--- src/rtl/lcdscan_pkg.sv ---
package lcdscan_pkg;
    localparam int unsigned SEG_COLS  = 40;
    localparam int unsigned DOT_COLS  = 5;
    localparam int unsigned COM_LINES = 16;

    typedef enum logic {
        DUTY_EIGHTH    = 1'b0,
        DUTY_SIXTEENTH = 1'b1
    } duty_e;
endpackage

--- src/rtl/lcdscan_timing.sv ---
module lcdscan_timing
    import lcdscan_pkg::*;
#(
    parameter int unsigned CHARS = SEG_COLS / DOT_COLS,
    parameter int unsigned DOT_N = DOT_COLS,
    parameter int unsigned COM_N = COM_LINES,
    localparam int unsigned CHR_W = $clog2(CHARS + 1),
    localparam int unsigned DOT_W = $clog2(DOT_N),
    localparam int unsigned ROW_W = $clog2(COM_N)
) (
    input  logic             clk,
    input  logic             rst_n,
    input  logic             duty16_i,
    output logic [CHR_W-1:0] chr_o,
    output logic [DOT_W-1:0] dot_o,
    output logic [ROW_W-1:0] row_o,
    output logic             shift_o,
    output logic             load_o,
    output logic             m_o
);
    localparam logic [CHR_W-1:0] CHR_LOAD = CHR_W'(CHARS);
    localparam logic [DOT_W-1:0] DOT_LAST = DOT_W'(DOT_N - 1);
    localparam logic [ROW_W-1:0] ROW_LAST_FULL = ROW_W'(COM_N - 1);
    localparam logic [ROW_W-1:0] ROW_LAST_HALF = ROW_W'(COM_N / 2 - 1);

    typedef struct packed {
        logic [CHR_W-1:0] chr;
        logic [DOT_W-1:0] dot;
        logic [ROW_W-1:0] row;
        logic             m;
    } tstate_t;

    tstate_t s_d, s_q;
    logic             in_load;
    logic             wrap;
    logic [ROW_W-1:0] last_row;

    always_comb begin
        s_d      = s_q;
        in_load  = (s_q.chr == CHR_LOAD);
        last_row = (duty_e'(duty16_i) == DUTY_SIXTEENTH) ? ROW_LAST_FULL : ROW_LAST_HALF;
        wrap     = (s_q.row >= last_row);
        if (in_load) begin
            s_d.chr = '0;
            s_d.dot = '0;
            s_d.row = wrap ? '0 : s_q.row + ROW_W'(1);
            if (wrap) begin
                s_d.m = ~s_q.m;
            end
        end else if (s_q.dot == DOT_LAST) begin
            s_d.dot = '0;
            s_d.chr = s_q.chr + CHR_W'(1);
        end else begin
            s_d.dot = s_q.dot + DOT_W'(1);
        end
    end

    always_ff @(posedge clk) begin
        if (!rst_n) begin
            s_q <= '0;
        end else begin
            s_q <= s_d;
        end
    end

    assign chr_o   = s_q.chr;
    assign dot_o   = s_q.dot;
    assign row_o   = s_q.row;
    assign load_o  = in_load;
    assign shift_o = ~in_load;
    assign m_o     = s_q.m;
endmodule

--- src/rtl/lcdscan_segpipe.sv ---
module lcdscan_segpipe
    import lcdscan_pkg::*;
#(
    parameter int unsigned SEG_N = SEG_COLS,
    parameter int unsigned DOT_N = DOT_COLS,
    localparam int unsigned DOT_W = $clog2(DOT_N)
) (
    input  logic             clk,
    input  logic             rst_n,
    input  logic             shift_i,
    input  logic             load_i,
    input  logic [DOT_W-1:0] dot_i,
    input  logic [DOT_N-1:0] pat_i,
    output logic             d_o,
    output logic [SEG_N-1:0] seg_o
);
    localparam logic [DOT_W-1:0] DOT_TOP = DOT_W'(DOT_N - 1);

    typedef struct packed {
        logic [SEG_N-1:0] sreg;
        logic [SEG_N-1:0] lat;
    } pstate_t;

    pstate_t p_d, p_q;
    logic [DOT_W-1:0] pick;
    logic             dot_bit;

    always_comb begin
        pick    = DOT_TOP - dot_i;
        dot_bit = pat_i[pick];
        p_d     = p_q;
        if (shift_i) begin
            p_d.sreg = {p_q.sreg[SEG_N-2:0], dot_bit};
        end
        if (load_i) begin
            p_d.lat = p_q.sreg;
        end
    end

    always_ff @(posedge clk) begin
        if (!rst_n) begin
            p_q <= '0;
        end else begin
            p_q <= p_d;
        end
    end

    assign d_o   = dot_bit;
    assign seg_o = p_q.lat;
endmodule

--- src/rtl/lcdscan_comshift.sv ---
module lcdscan_comshift
    import lcdscan_pkg::*;
#(
    parameter int unsigned COM_N = COM_LINES,
    localparam int unsigned ROW_W = $clog2(COM_N)
) (
    input  logic             clk,
    input  logic             rst_n,
    input  logic             adv_i,
    input  logic [ROW_W-1:0] row_i,
    output logic [COM_N-1:0] com_o
);
    typedef struct packed {
        logic [COM_N-1:0] token;
    } cstate_t;

    cstate_t c_d, c_q;

    always_comb begin
        c_d = c_q;
        if (adv_i) begin
            if (row_i == '0) begin
                c_d.token = COM_N'(1);
            end else begin
                c_d.token = c_q.token << 1;
            end
        end
    end

    always_ff @(posedge clk) begin
        if (!rst_n) begin
            c_q <= '0;
        end else begin
            c_q <= c_d;
        end
    end

    assign com_o = c_q.token;
endmodule

--- src/rtl/lcd_scan_driver.sv ---
module lcd_scan_driver
    import lcdscan_pkg::*;
#(
    parameter int unsigned SEG_N = SEG_COLS,
    parameter int unsigned DOT_N = DOT_COLS,
    parameter int unsigned COM_N = COM_LINES,
    localparam int unsigned CHARS = SEG_N / DOT_N,
    localparam int unsigned CHR_W = $clog2(CHARS + 1),
    localparam int unsigned DOT_W = $clog2(DOT_N),
    localparam int unsigned ROW_W = $clog2(COM_N)
) (
    input  logic             clk,
    input  logic             rst_n,
    input  logic             duty16_i,
    input  logic [DOT_N-1:0] pat_i,
    output logic [CHR_W-1:0] chr_o,
    output logic [ROW_W-1:0] row_o,
    output logic             d_o,
    output logic             cl2_o,
    output logic             cl1_o,
    output logic             m_o,
    output logic [SEG_N-1:0] seg_o,
    output logic [COM_N-1:0] com_o
);
    logic [DOT_W-1:0] dot_w;
    logic             shift_w;
    logic             load_w;

    lcdscan_timing #(
        .CHARS (CHARS),
        .DOT_N (DOT_N),
        .COM_N (COM_N)
    ) u_timing (
        .clk      (clk),
        .rst_n    (rst_n),
        .duty16_i (duty16_i),
        .chr_o    (chr_o),
        .dot_o    (dot_w),
        .row_o    (row_o),
        .shift_o  (shift_w),
        .load_o   (load_w),
        .m_o      (m_o)
    );

    lcdscan_segpipe #(
        .SEG_N (SEG_N),
        .DOT_N (DOT_N)
    ) u_segpipe (
        .clk     (clk),
        .rst_n   (rst_n),
        .shift_i (shift_w),
        .load_i  (load_w),
        .dot_i   (dot_w),
        .pat_i   (pat_i),
        .d_o     (d_o),
        .seg_o   (seg_o)
    );

    lcdscan_comshift #(
        .COM_N (COM_N)
    ) u_comshift (
        .clk   (clk),
        .rst_n (rst_n),
        .adv_i (load_w),
        .row_i (row_o),
        .com_o (com_o)
    );

    assign cl2_o = shift_w;
    assign cl1_o = load_w;
endmodule

--- config.mk ---
export PLATFORM = sky130hd
export DESIGN_NAME = lcd_scan_driver
export DESIGN_NICKNAME = d
export VERILOG_FILES = /design/src/rtl/lcdscan_pkg.sv /design/src/rtl/lcdscan_timing.sv /design/src/rtl/lcdscan_segpipe.sv /design/src/rtl/lcdscan_comshift.sv /design/src/rtl/lcd_scan_driver.sv
export SDC_FILE = /design/constraint.sdc
export NUM_CORES = 1
export LEC_CHECK = 0
export ABC_AREA = 0
export BUFFER_PORTS_ARGS = -buffer_cell sky130_fd_sc_hd__buf_2
export CAP_MARGIN = 20
export CORE_AREA = 5 5 104 106
export CTS_BUF_LIST = sky130_fd_sc_hd__clkbuf_16
export DETAILED_ROUTE_END_ITERATION = 12
export DIE_AREA = 0 0 109 111
export PLACE_DENSITY_LB_ADDON = 0.1
export SKIP_LAST_GASP = 1
export SYNTH_ARGS = -nofsm -noshare
export SYNTH_HDL_FRONTEND = slang
export SYNTH_SLANG_ARGS = --single-unit
--- constraint.sdc ---
create_clock -name clk -period 1.95 [get_ports clk]
set_clock_uncertainty 0.15 [all_clocks]
set_input_delay 0.195 -clock clk [delete_from_list [all_inputs] [get_ports clk]]
set_output_delay 0.195 -clock clk [all_outputs]
set_load 0.05 [all_outputs]
# == Word-level counts from Yosys, hierarchy flattened ==
# Index checks and enable logic that the tools add are counted.
# totals
ff_bits,108
word_cells,27
# op_classes
add_sub_neg,4
magnitude_cmp,2
n_eq_ne,2
n_mux,5
bitwise,3
n_reduce_logical,4
# op_table
cell,count
16-bit two-way mux,1
"4-bit by 1-bit adder with 4-bit output, second input constant",2
4-bit two-way mux,2
"4-bit equality test, second input constant",1
4-bit >= comparator,1
4-bit zero test,1
"3-bit by 4-bit less-than comparator with 1-bit output, second input constant",1
"3-bit by 1-bit adder with 3-bit output, second input constant",1
1-bit binary-select mux with 3-bit select,1
"3-bit equality test, second input constant",1
1-bit NOT,3
3-bit OR reduction,1
"3-bit subtractor, first input constant",1
2-bit AND reduction,1
2-bit OR reduction,1
1-bit two-way mux,1

# == Depth between registers and ports, before layout ==
# depth
depth_word,3
depth_mapped,7

# == By module ==
# From an unflattened synthesis, not the netlist that was laid out.
# hier_totals
hier_cells,428
hier_area_um2,4609.4
# by_module_without_submodules
module,instances,cells_per_inst,area_each_um2,seq_area_each_um2
lcdscan_segpipe,1,306,3357.0,1601.5
lcdscan_comshift,1,56,674.4,320.3
lcdscan_timing,1,66,578.1,240.2

# == Worst setup path after synthesis ==
# No wires, ideal clock.
# synth_timing
kind,register to register
startpoint,"reg u_timing.s_q, in the netlist u_timing.chr_o[0]"
endpoint,"reg u_comshift.c_q, in the netlist u_comshift.com_o[10]"
arrival_ns,1.705
t_required_ns,1.730
slack_ns,0.024
stages_incl_launch_ff,8
n_path_buf,2
path_cell_list,dfxtp_1 > inv_1 > ha_1 > nand3b_4 > buf_4 > buf_4 > nand2_1 > a21oi_1
# synth_via
elab_chain_cells,1
# synth_lines
item,line,text
from (decl),lcdscan_timing.sv:33,"tstate_t s_d, s_q;"
from (signal assigned),lcdscan_timing.sv:60,s_q <= '0;
from (signal assigned),lcdscan_timing.sv:62,s_q <= s_d;
4-bit equality test,lcdscan_timing.sv:40,in_load = (s_q.chr == CHR_LOAD);
to (signal assigned),lcdscan_comshift.sv:32,c_q <= '0;
to (signal assigned),lcdscan_comshift.sv:34,c_q <= c_d;
to (decl),lcdscan_comshift.sv:17,"cstate_t c_d, c_q;"
# Every way passes these cells.
# A chain may end at the register's enable or synchronous reset.

# == Final worst setup path ==
# layout_timing
startpoint,"reg u_timing.s_q, in the netlist u_timing.dot_o[0]"
endpoint,out d_o
# layout_via
elab_chain_cells,3
# layout_lines
item,line,text
3-bit subtractor,lcdscan_segpipe.sv:29,pick = DOT_TOP - dot_i;
1-bit binary-select mux with 3-bit select,lcdscan_segpipe.sv:30,dot_bit = pat_i[pick];
1-bit two-way mux (not written as such),lcdscan_segpipe.sv:30,
to (decl),lcd_scan_driver.sv:18,"output logic d_o,"
# Every way passes these cells. The select of a mux whose other input is x is not followed.

==> results.md <==
- Outcome: finished with violations
- Final hold viol count: 0
- Synthesized area: about 0.0041 mm²
- Fin nets: between 500 and 600
- Worst-path clk slew: about 0.070 ns
- Root Buffer: clkbuf_16
- Yosys warns: 0
- Syn Nets: 506
- R2R cell count: 7
- Cell count of the worst hold path: 3
- Sequential cell area: approximately 0.0022 mm²
- Share of cells above drive strength 1: 0.222
- Initial drt markers: approximately 120
- HP Class: in -> reg
- M2 GR Usage: 0.247
- Diodes inserted: 0
- Vias in the first global route: 3160
- IO buf count: between 70 and 80
- DR pass1 iterations: 4
- Post-layout min period: ~2.1 ns
- Die width: between 100 and 150 µm
- Peak supply drop: 0.000509 V
- Crit path DAT: 1.72 ns
- Critical path class: reg -> out
- Post-Synth Adder-Cell Area: 0.0242
- Grt met3 use: 0.0338
- PnR worst setup slack: -0.120 ns
- Final setup fails: 1
- Busiest layer in global routing: met2
- Xor/xnor share of the synthesized area: 0.00636
- Total wire length: about 8500 µm
- Fill cells: ~980
- Clock sink total: ~110
- RSZ-0062 raised after global routing: yes
- Core area: ~0.0097 mm²
- Failing checks: setup timing
- Worst slew pin tran: around 0.58 ns
- Vias per cell: 4.85
- First-pass GRT wire length: approximately 14000 µm
- Vias post-DR: 3195
- Setup TNS: -0.120 ns
- Initial antenna violation count: 0
- Die area: between 0.01 and 0.015 mm²
- Total track usage: 0.143
- Post-DR wirelength/cell: 12.9 µm
- Final period util: 1.06
- Worst skew pair latency: between 0.3 and 0.4 ns
- Pwr dens: just over 900 mW/mm²
- CP max FO: 3
- Initial Utilization: 0.426
- Simple-gate share of the synthesized area: 0.182
- Area Overhead vs Synth: 15.2%
- Cells after Synth: 490
- DRC Markers: 0
- Mux share of post-synthesis cell area: 0.00788
- WP data required: approximately 1.6 ns
- Max H-tree Level: 3
- Startpoint type of the worst setup path: flop
- Max-slew headroom: 0.612
- Grt total ovfl: 0
- Gpl congestion: 0.771
- Setup WS pre-CTS: between 0.05 and 0.06 ns
- Sequential-to-total area share from yosys stat: 0.524
- Max-Cap Viols: 0
- Main combinational cell family by area after synthesis: simple AND/OR/NAND/NOR gates
- Yosys reg bits: 108
- Synth Area in Compound Gates: 0.133
- CTS buffer count: 9
- DP HPWL: roughly 5300 µm
- Lkg Pwr: about 1.9 nW
- CTS tree: done
- Num rows: 36
- Grt met1 use: 0.170
- CP Capture Type: output port
- Syn avg cell area: 8.43 µm²
- Pin count of the biggest net entering global routing: 60
- Peak Freq: between 400 and 500 MHz
- Area of the multi-input gates: roughly 0.0015 mm²
- Die Height: 111 µm
- Final Max Slew Viols: 0
- Post-synthesis cell type count: 31
- Total I/O pin count: 76
- Clock Path Buffers: 2
- Antenna-violating nets left: 0
[routing by layer]
layer | vias up | share of wire | wire length (µm)
met2 | 68 | 0.47 | 3990
met5 | - | 0 | 0
met1 | 1488 | 0.46 | 3950
met3 | 11 | 0.052 | 446
li1 | 1628 | - | -
met4 | 0 | 0.016 | 133
[cells by family after synthesis]
logic type | Yosys count
compound gates | 108
mux | 3
flops | 108
buf+inv | 80
fa+ha+maj | 8
xor+xnor | 3
simple gates | 180
[final cells by class]
class                      count  share of cell area
multi-input combinational    302               0.312
sequential                   108               0.455
inverter                      10             0.00841
clock inverter                 6              0.0189
clock buffer                   9              0.0473
timing repair buffer          91               0.124
tap                          133              0.0350
[cells in the mapped netlist, drive strengths merged]
| cell | count | share of area |
|---|---|---|
| or3 | 2 | 0.0030 |
| nand4 | 2 | 0.0030 |
| nor2 | 9 | 0.0082 |
| clkbuf | 9 | 0.0082 |
| nand2 | 140 | 0.13 |
| dfxtp | 108 | 0.52 |
| nand3 | 19 | 0.023 |
| mux2i | 1 | 0.0024 |
| and3 | 1 | 0.0015 |
| nand2b | 1 | 0.0015 |
| nor2b | 1 | 0.0015 |
| xnor2 | 2 | 0.0042 |
| o21ai | 4 | 0.0048 |
| buf | 61 | 0.11 |
| nand4b | 1 | 0.0021 |
| xor2 | 1 | 0.0021 |
| a31oi | 3 | 0.0045 |
| or2 | 1 | 0.0015 |
| mux2 | 2 | 0.0055 |
| nand3b | 2 | 0.0067 |
| a22oi | 1 | 0.0018 |
| ha | 8 | 0.024 |
| or3b | 1 | 0.0021 |
| a21oi | 100 | 0.12 |
| inv | 10 | 0.0091 |
[worst max-delay path, cell delays in order (launching register included)]
cell and delay (ns):
dfxtp_2 0.34, inv_2 0.05, ha_4 0.27, mux2_4 0.30, a22oi_2 0.18, nand2_1 0.09
buf_6 0.16
[worst paths after layout]
path	from	to	slack, ns
worst max-delay path	u_timing.dot_o[0]$_SDFF_PP0_	d_o	-0.12
worst min-delay path	pat_i[4]	u_segpipe.p_q[40]$_SDFFE_PN0N_	0.04
worst max register to register	u_timing.chr_o[1]$_SDFFE_PP0P_	u_segpipe.p_q[61]$_SDFFE_PN0N_	0.21
worst min register to register	u_segpipe.seg_o[19]$_SDFFE_PN0P_	u_segpipe.seg_o[19]$_SDFFE_PN0P_	0.30
[registers in the layout, summed over array words and instances (netlist names)]
register,flops
u_comshift.com_o,16
u_segpipe.p_q,40
u_segpipe.seg_o,40
u_timing.chr_o,4
u_timing.dot_o,3
u_timing.m_o,1
u_timing.row_o,4
[where the power goes]
part	total, mW	switching, mW	internal (mW)
Sequential	2.24	0.0142	2.22
Combinational	0.220	0.132	0.0877
Clock	1.91	0.791	1.12
[per-stage QoR]
stage                      util  power, mW  instance area, µm²  hold slack [ns]  std cells
after floorplan               -       2.43                4130            0.183        490
after global placement    0.445       2.47                4310            0.288        639
after detailed placement  0.445       2.47                4310            0.293        639
after CTS                 0.486       4.43                4710           0.0266        656
after global routing      0.491       4.55                4760           0.0785        659
final                     0.491       4.37                4760           0.0356        659
[cells in the final DEF (no fill, tap or decap), types with 3 or more instances in the layout]
master and instances:
buf_4 12, buf_2 72, a21oi_1 99, nor2_1 9, dfxtp_1 106, clkbuf_16 10
a31oi_1 3, o21ai_0 4, nand2_1 140, nand3_1 19, ha_1 7, inv_2 3
inv_1 7
[timing repair]
item,CTS,global route
gates resized for setup,13,2
endpoints found under the setup margin,3,2
pin swaps,3,3
endpoints found under the hold margin,1,0
buffers inserted,0,2
cloned,1,1
hold buffers,1,0
Power figures use the tool's default switching activity.
